**config.mk**
```make
export PLATFORM = sky130hd
export DESIGN_NAME = memModeDecoder
export DESIGN_NICKNAME = d
export VERILOG_FILES = /design/src/rtl/memModePkg.sv /design/src/rtl/memModeDatapath.sv /design/src/rtl/memModeCtrl.sv /design/src/rtl/memModeDecoder.sv
export SDC_FILE = /design/constraint.sdc
export NUM_CORES = 1
export LEC_CHECK = 0
export BUFFER_PORTS_ARGS = -buffer_cell sky130_fd_sc_hd__buf_2
export CAP_MARGIN = 40
export CORE_UTILIZATION = 43
export CTS_CLUSTER_DIAMETER = 60
export DETAILED_ROUTE_END_ITERATION = 8
export PLACE_DENSITY = 0.78
export SETUP_SLACK_MARGIN = 0.15
export SYNTH_ARGS = -nofsm -noshare
export SYNTH_HDL_FRONTEND = slang
export SYNTH_HIERARCHICAL = 1
export SYNTH_SLANG_ARGS = --single-unit
```
**constraint.sdc**
```tcl
create_clock -name clk -period 3.15 [get_ports clk]
set_input_delay 0.4725 -clock clk [delete_from_list [all_inputs] [get_ports clk]]
set_output_delay 0.4725 -clock clk [all_outputs]
set_load 0.01 [all_outputs]
```
**src/rtl/memModePkg.sv**
```systemverilog
package memModePkg;
  typedef enum logic [1:0] {
    MODE_EXTENDED  = 2'b00,
    MODE_BOOTSPLIT = 2'b01,
    MODE_EXTONLY   = 2'b10,
    MODE_INTONLY   = 2'b11
  } memMode_e;

  typedef struct packed {
    logic loadAddr;
  } dpStrobe_t;
endpackage

```
**src/rtl/memModeDatapath.sv**
```systemverilog
module memModeDatapath
  import memModePkg::*;
#(
  parameter int ADDR_W = 21,
  parameter logic [ADDR_W-1:0] BOOT_END = 'h0007FF,
  parameter logic [ADDR_W-1:0] CHIP_END = 'h00FFFF
) (
  input  logic              clk,
  input  logic              rstN,
  input  dpStrobe_t         strb,
  input  logic [ADDR_W-1:0] accessAddr,
  output logic              aboveBoot,
  output logic              aboveChip
);
  logic [ADDR_W-1:0] addrQ;

  always_ff @(posedge clk or negedge rstN) begin
    if (!rstN) addrQ <= '0;
    else if (strb.loadAddr) addrQ <= accessAddr;
  end

  assign aboveBoot = addrQ > BOOT_END;
  assign aboveChip = addrQ > CHIP_END;
endmodule

```
**src/rtl/memModeCtrl.sv**
```systemverilog
module memModeCtrl
  import memModePkg::*;
(
  input  logic      clk,
  input  logic      rstN,
  input  logic      accessValid,
  input  logic [1:0] memMode,
  input  logic      busDisable,
  input  logic      aboveBoot,
  input  logic      aboveChip,
  output dpStrobe_t strb,
  output logic      selExternal,
  output logic      chipEnN,
  output logic      readZero,
  output logic      pinOwnIo,
  output logic      pinParked
);
  logic activeQ;
  logic routeExt;
  memMode_e modeSel;

  assign modeSel = memMode_e'(memMode);
  assign strb.loadAddr = accessValid;

  always_ff @(posedge clk or negedge rstN) begin
    if (!rstN) activeQ <= 1'b0;
    else activeQ <= accessValid;
  end

  always_comb begin
    routeExt  = 1'b0;
    readZero  = 1'b0;
    pinOwnIo  = 1'b0;
    pinParked = 1'b0;
    case (modeSel)
      MODE_INTONLY: begin
        readZero = activeQ & aboveChip;
        pinOwnIo = 1'b1;
      end
      MODE_EXTONLY: begin
        routeExt = activeQ;
      end
      MODE_BOOTSPLIT: begin
        routeExt  = activeQ & aboveBoot;
        pinOwnIo  = !routeExt & busDisable;
        pinParked = !routeExt & !busDisable;
      end
      default: begin
        routeExt  = activeQ & aboveChip;
        pinOwnIo  = !routeExt & busDisable;
        pinParked = !routeExt & !busDisable;
      end
    endcase
  end

  assign selExternal = routeExt;
  assign chipEnN     = !routeExt;
endmodule

```
**src/rtl/memModeDecoder.sv**
```systemverilog
module memModeDecoder
  import memModePkg::*;
#(
  parameter int ADDR_W = 21,
  parameter logic [ADDR_W-1:0] BOOT_END = 'h0007FF,
  parameter logic [ADDR_W-1:0] CHIP_END = 'h00FFFF
) (
  input  logic              clk,
  input  logic              rstN,
  input  logic              accessValid,
  input  logic [ADDR_W-1:0] accessAddr,
  input  logic [1:0]        memMode,
  input  logic              busDisable,
  output logic              selExternal,
  output logic              chipEnN,
  output logic              readZero,
  output logic              pinOwnIo,
  output logic              pinParked
);
  dpStrobe_t strb;
  logic aboveBoot;
  logic aboveChip;

  memModeDatapath #(.ADDR_W(ADDR_W), .BOOT_END(BOOT_END), .CHIP_END(CHIP_END)) dp (
    .clk(clk), .rstN(rstN), .strb(strb), .accessAddr(accessAddr),
    .aboveBoot(aboveBoot), .aboveChip(aboveChip)
  );

  memModeCtrl ctl (
    .clk(clk), .rstN(rstN), .accessValid(accessValid), .memMode(memMode),
    .busDisable(busDisable), .aboveBoot(aboveBoot), .aboveChip(aboveChip),
    .strb(strb), .selExternal(selExternal), .chipEnN(chipEnN),
    .readZero(readZero), .pinOwnIo(pinOwnIo), .pinParked(pinParked)
  );
endmodule

```
==> results of run 1 <==
==> cell families (layout without fill, tap and decap cells) <==
family                 after synthesis  count (layout)  share of synthesized area (%)
muxes                               12              12                           30.1
buffers and inverters                2              24                           3.30
DFF                                 11              11                           48.4
AOI/OAI and AO/OA                    5               5                           8.35
and+or+nand+nor                      8               8                           9.89
==> power by group through the flow <==
| stage | combinational (mW) | clock [mW] | sequential (mW) |
|---|---|---|---|
| floorplan | 0.0379 | 0 | 0.163 |
| global route | 0.0600 | 0.105 | 0.165 |
| global placement | 0.0539 | 0 | 0.166 |
| detailed placement | 0.0553 | 0 | 0.166 |
| finish | 0.0553 | 0.0928 | 0.163 |
| CTS | 0.0559 | 0.0960 | 0.163 |
==> critical path: cells and delay by family, from the launching register on <==
family          cells  cell delay [ps]
compound gates      1              210
flops               1              390
mux                 1              290
buf+inv             1              160
simple gates        2              450
==> through the flow <==
stage / utilization, % / hold WS, ps / setup WS (ps) / cell area (um^2)
after detailed placement: 57.1 / 346 / 1220 / 668
after global placement: 57.1 / 344 / 1260 / 668
after floorplan: - / 177 / 1390 / 569
after CTS: 59.3 / 59.9 / 911 / 694
final: 59.3 / 57.7 / 928 / 694
after global routing: 59.3 / 66.5 / 768 / 694
==> cells in the final DEF (no fill, tap or decap), types with 2 or more instances in the layout <==
cell type	n
a211oi_2	2
buf_2	20
clkbuf_4	3
dfrtp_1	11
mux2_4	10
==> synthesized netlist by cell type, drive strengths merged (2+ instances only) <==
cell type,n
a211oi,2
and3b,2
buf,2
dfrtp,11
mux2,11
==> sequential cells by signal, indices dropped and copies added (netlist names) <==
name	cells
ctl/activeQ	1
dp/addrQ	10
==> per-layer routing <==
metal	vias up	track usage [%]	wire [um]
met1	177	21.9	448
met3	0	5.23	70
met2	18	22.5	413
met5	-	0	0
met4	0	7.76	0
li1	186	-	-
==> area by class of cell <==
| class | instances | area (um^2) | share of cell area (%) |
|---|---|---|---|
| Tap cell | 14 | 17.5 | 2.52 |
| Timing Repair Buffer | 20 | 100 | 14.4 |
| Sequential cell | 11 | 275 | 39.6 |
| Multi-Input combinational cell | 25 | 275 | 39.6 |
| Clock buffer | 4 | 26.3 | 3.78 |
==> worst min-delay path by stage <==
stage	slack, ps	endpoint	from
after floorplan	180	ctl/activeQ$_DFF_PN0_	rstN
after global placement	340	dp/addrQ[16]$_DFFE_PN0P_	rstN
after detailed placement	350	dp/addrQ[19]$_DFFE_PN0P_	rstN
after CTS	60	dp/addrQ[15]$_DFFE_PN0P_	rstN
after global routing	70	dp/addrQ[15]$_DFFE_PN0P_	rstN
final	60	dp/addrQ[15]$_DFFE_PN0P_	rstN
==> flow_summary.ini, run 1 <==
[status]
status = completed

[detailed_routing]
vias = 381
vias_per_cell = 5.15
wl_per_cell_um = 12.6
routed_wl_um = 932
drt_first_iter_violations = 1
ant_nets = 0
drt-pass1-iter-count = 2
drc = 0

[global_route]
grt_pass1_wl_um = 1560
antenna_found_initial = 0
grtUsageTotal_pct = 15.9
overflow = 0
grt_pass1_vias = 364
grt_max_degree = 12

[critical_path]
path_cells = nor4_1 -> nand4b_1 -> mux2_4 -> a211oi_2 -> buf_2
cp_max_fo = 2
worstSetupPathType = reg2out
worst_r2r_path_depth = 1
worstSetupEndpointType = primary output
ff2ff_setup_slack_ps = 2380
cp-startpoint = dp/addrQ[15]$_DFFE_PN0P_
timing.rr.start = dp/addrQ[19]$_DFFE_PN0P_
required_ps = 2680
timing.rr.end = dp/addrQ[19]$_DFFE_PN0P_
worst_path_max_delay_cell = dfrtp_1
endpoint = pinParked
critPathLaunchType = register
worstPathArrival_ps = 1750
cpPeakStageDelay_ps = 390

[timing]
fmax_ghz = 0.450
hold_viol = 0
slew_headroom_pct = 78.0
fin_skew_ps = 0
finalCritPeriodShare_pct = 70.5
finalSetupTns_ps = 0
setup_viol = 0
maxSlewViolCount = 0
worst_slew_pin_slew_ps = 329
grt_setup_unrepaired = false
period_minus_slack_ps = 2220

[logic_synthesis]
yosysWarnings = 6
yosysTopAreaCellShare_pct = 48.4
ys_types = 18
synth_seq_cells = 11
async_flop_share_pct = 100
avgSynthCellArea_um2 = 15.0
synth_area_leaders = dfrtp_1 48%, mux2_4 26%, a211oi_2 4.4%
yosysTopAreaCell = dfrtp_1
ys_seq_area_share_pct = 48.4
synth_edf_count = 0
syn_area_um2 = 569
syn_inst = 38
synth_fp_nets = 65
synth_flop_cell = dfrtp_1

[placed_design]
globalplace.congestion = 0.711
port_buffers = 20
place_inst = 70
hpwl_um = 708

[clock_network]
cts_max_level = 1
clk_latency_ps = 260
post_cts_buffers = 0
numCtsBuffers = 3
cts_tree = built
clk_pin_slew_worst_paths_ps = 70
holdBufCountCts = 0
cts_sinks = 11
ctsRootBufferMaster = clkbuf_4
post_cts_resized = 0
clk_path_buf_depth = 2

[layout]
diodes = 0
nets = 88
fill_cells = 103
area_delta_synth_final_pct = 22.0
finalNonFillerCells = 74
drive_gt1_share_pct = 65.0

[pwr]
p_sw_share_pct = 23.6
ir_drop_mv = 0.215
power_switching_mw = 0.0736
power_mw = 0.311
pwr_density_cell_mw_per_mm2 = 449
p_leak_nw = 0.347
p_seq_share_pct = 52.5
clock_power_share_pct = 29.8
cellInternalPower_mw = 0.238
combPwrFrac_pct = 17.7

[die]
die_x_um = 38.4
rows = 12
start_util_pct = 48.6
die_area_mm2 = 0.00147
die_h_um = 38.4
io_pins = 32
core_mm2 = 0.00117

[flow_run]
cap_violations = 0

[worst_hold_path]
min_path_type = in2async
(Power assumes the default switching activity.)
==> inputs of run 2 (changes only) <==
--- a/config.mk
+++ b/config.mk
@@ -7,10 +7,10 @@
 export LEC_CHECK = 0
 export BUFFER_PORTS_ARGS = -buffer_cell sky130_fd_sc_hd__buf_2
 export CAP_MARGIN = 40
-export CORE_UTILIZATION = 43
+export CORE_UTILIZATION = 36
 export CTS_CLUSTER_DIAMETER = 60
 export DETAILED_ROUTE_END_ITERATION = 8
-export PLACE_DENSITY = 0.78
+export PLACE_DENSITY = 0.7
 export SETUP_SLACK_MARGIN = 0.15
 export SYNTH_ARGS = -nofsm -noshare
 export SYNTH_HDL_FRONTEND = slang
==> constraint.sdc (replaced) <==
create_clock -name clk -period 1.95 [get_ports clk]
set_input_delay 0.2925 -clock clk [delete_from_list [all_inputs] [get_ports clk]]
set_output_delay 0.2925 -clock clk [all_outputs]
set_load 0.01 [all_outputs]
==> run 2 against run 1 <==
  * The flow now finishes with violations (negative setup slack)
  * Utilization decreased by 7.2 points
  * Sequential cell count unchanged
  * Count of clock-buffer cells in the layout did not move
  * Power grew 63%
  * Die area up 18%
  * Hold slack improved by 210 ps
  * Clock skew did not move
  * Clock power up 58%
  * First-iteration DRC count grew to 3.0 times the previous value
  * Largest cell class is now multi-input combinational cells
  * Largest power group unchanged
==> flow_summary.ini, run 2 (synthesized netlist as in run 1, its figures left out) <==
[status]
status = finished, violations left
violations = negative setup slack

[timing]
worst_slew_pin_slew_ps = 325
hold_viol = 0
grt_setup_unrepaired = true
fin_skew_ps = 0
finalWorstSetupSlack_ps = -13.2
maxSlewViolCount = 0
fmax_ghz = 0.509
finalSetupTns_ps = -13.2
slew_headroom_pct = 78.4
finalCritPeriodShare_pct = 101
period_minus_slack_ps = 1960
hold_ws_ps = 264
setup_viol = 1

[critical_path]
timing.rr.end = dp/addrQ[11]$_DFFE_PN0P_
cpPeakStageDelay_ps = 400
worstSetupPathType = reg2out
path_cells = nor4_2 -> nand4b_1 -> mux2_4 -> a211oi_2 -> buf_2
cp-startpoint = dp/addrQ[11]$_DFFE_PN0P_
endpoint = pinParked
worstPathArrival_ps = 1670
timing.rr.start = dp/addrQ[11]$_DFFE_PN0P_
worst_path_max_delay_cell = dfrtp_1
worst_r2r_path_depth = 2
worstSetupEndpointType = primary output
cp_max_fo = 2
required_ps = 1660
critPathLaunchType = register
ff2ff_setup_slack_ps = 1050

[global_route]
grt_max_degree = 12
grtUsageTotal_pct = 12.2
grt_pass1_wl_um = 1630
grt_pass1_vias = 389
overflow = 0
antenna_found_initial = 0

[detailed_routing]
wl_per_cell_um = 12.4
drc = 0
drt_first_iter_violations = 3
vias = 379
drt-pass1-iter-count = 4
routed_wl_um = 958
vias_per_cell = 4.92
ant_nets = 0

[pwr]
combPwrFrac_pct = 18.6
cellInternalPower_mw = 0.389
p_seq_share_pct = 52.4
p_sw_share_pct = 23.5
ir_drop_mv = 0.353
clock_power_share_pct = 29.0
p_leak_nw = 0.357
power_switching_mw = 0.119
pwr_density_cell_mw_per_mm2 = 704

[die]
core_mm2 = 0.00138
rows = 13
die_x_um = 41.8
start_util_pct = 41.2
io_pins = 32
die_h_um = 41.8
die_area_mm2 = 0.00174

[layout]
largest_register = dp/addrQ
largest_reg_flops = 10
nets = 90
final_cell_mix = 20 x buf_2, 11 x dfrtp_1, 10 x mux2_4, 3 x clkbuf_4
drive_gt1_share_pct = 67.7
final_common_cell = buf_2
area_delta_synth_final_pct = 26.6
diodes = 0
reg_top3 = dp/addrQ x10, ctl/activeQ x1
fill_cells = 111
final_util_pct = 52.1

[clock_network]
clk_latency_ps = 250
ctsRootBufferMaster = clkbuf_4
cts_max_level = 1
numCtsBuffers = 3
clk_path_buf_depth = 2
cts_sinks = 11
clk_pin_slew_worst_paths_ps = 60
cts_tree = built

[placed_design]
dpl_worst_slack_ps = 180
port_buffers = 20
hpwl_um = 681
globalplace.congestion = 0.767

[worst_hold_path]
min_path_type = in2reg
hold_depth = 2

[flow_run]
cap_violations = 0
[run 2: cell types whose count changed in the layout (fill, tap and decap cells not counted)]
cell | previous run | this run
buf_4 | 0 | 1
o21ai_0 | 1 | 0
o21ai_1 | 0 | 1
nor4_2 | 0 | 1
and3b_2 | 1 | 2
nor4_1 | 1 | 0
dlygate4sd3_1 | 0 | 1
and3b_1 | 1 | 0
[run 2: per-layer routing]
layer	wire, um	track usage, %
met2	471	19.4
met1	429	16.0
met5	0	0
met3	56	1.74
met4	0	6.45
[run 2: repair_timing]
| action | in CTS | in global routing |
|---|---|---|
| gates resized for setup | 3 | 0 |
| setup endpoints to repair | 4 | 4 |
| hold buffers | 1 | 0 |
| pin swaps | 7 | 1 |
| setup buffers | 1 | 0 |
| endpoints found under the hold margin | 11 | 0 |
[run 2: power groups by stage]
stage / logic [mW] / registers, mW / clock network (mW)
finish: 0.0943 / 0.266 / 0.147
global route: 0.102 / 0.269 / 0.167
CTS: 0.0950 / 0.264 / 0.150
detailed placement: 0.0889 / 0.268 / 0
global placement: 0.0873 / 0.267 / 0
floorplan: 0.0613 / 0.264 / 0
[run 2: how the worst min path moves through the flow]
| stage | to | from |
|---|---|---|
| global placement | dp/addrQ[20]$_DFFE_PN0P_ | rstN |
| global route | dp/addrQ[12]$_DFFE_PN0P_ | accessAddr[12] |
| CTS | dp/addrQ[11]$_DFFE_PN0P_ | accessAddr[11] |
| finish | dp/addrQ[11]$_DFFE_PN0P_ | accessAddr[11] |
| floorplan | ctl/activeQ$_DFF_PN0_ | rstN |
| detailed placement | dp/addrQ[20]$_DFFE_PN0P_ | rstN |
[run 2: stage by stage]
stage / cell area, um^2 / cells / total power [mW]
floorplan: 569 / 38 / 0.325
global placement: 669 / 71 / 0.355
detailed placement: 669 / 71 / 0.356
CTS: 721 / 77 / 0.509
global route: 721 / 77 / 0.538
finish: 721 / 77 / 0.508
[run 2: area by class of cell]
class	instances	area (um^2)	share of cell area [%]
clock buffer	4	26.3	3.65
multi-input combinational	25	283	39.2
sequential	11	275	38.2
tap	15	18.8	2.60
timing repair buffer	22	118	16.3
[run 2: worst max-delay path, delay by kind of cell (launching register included)]
family	cells	cell delay (ps)
buffers and inverters	1	150
multiplexers	1	280
flip-flops	1	400
AND/OR/NAND/NOR	2	420
AO/OA/AOI/OAI	1	170
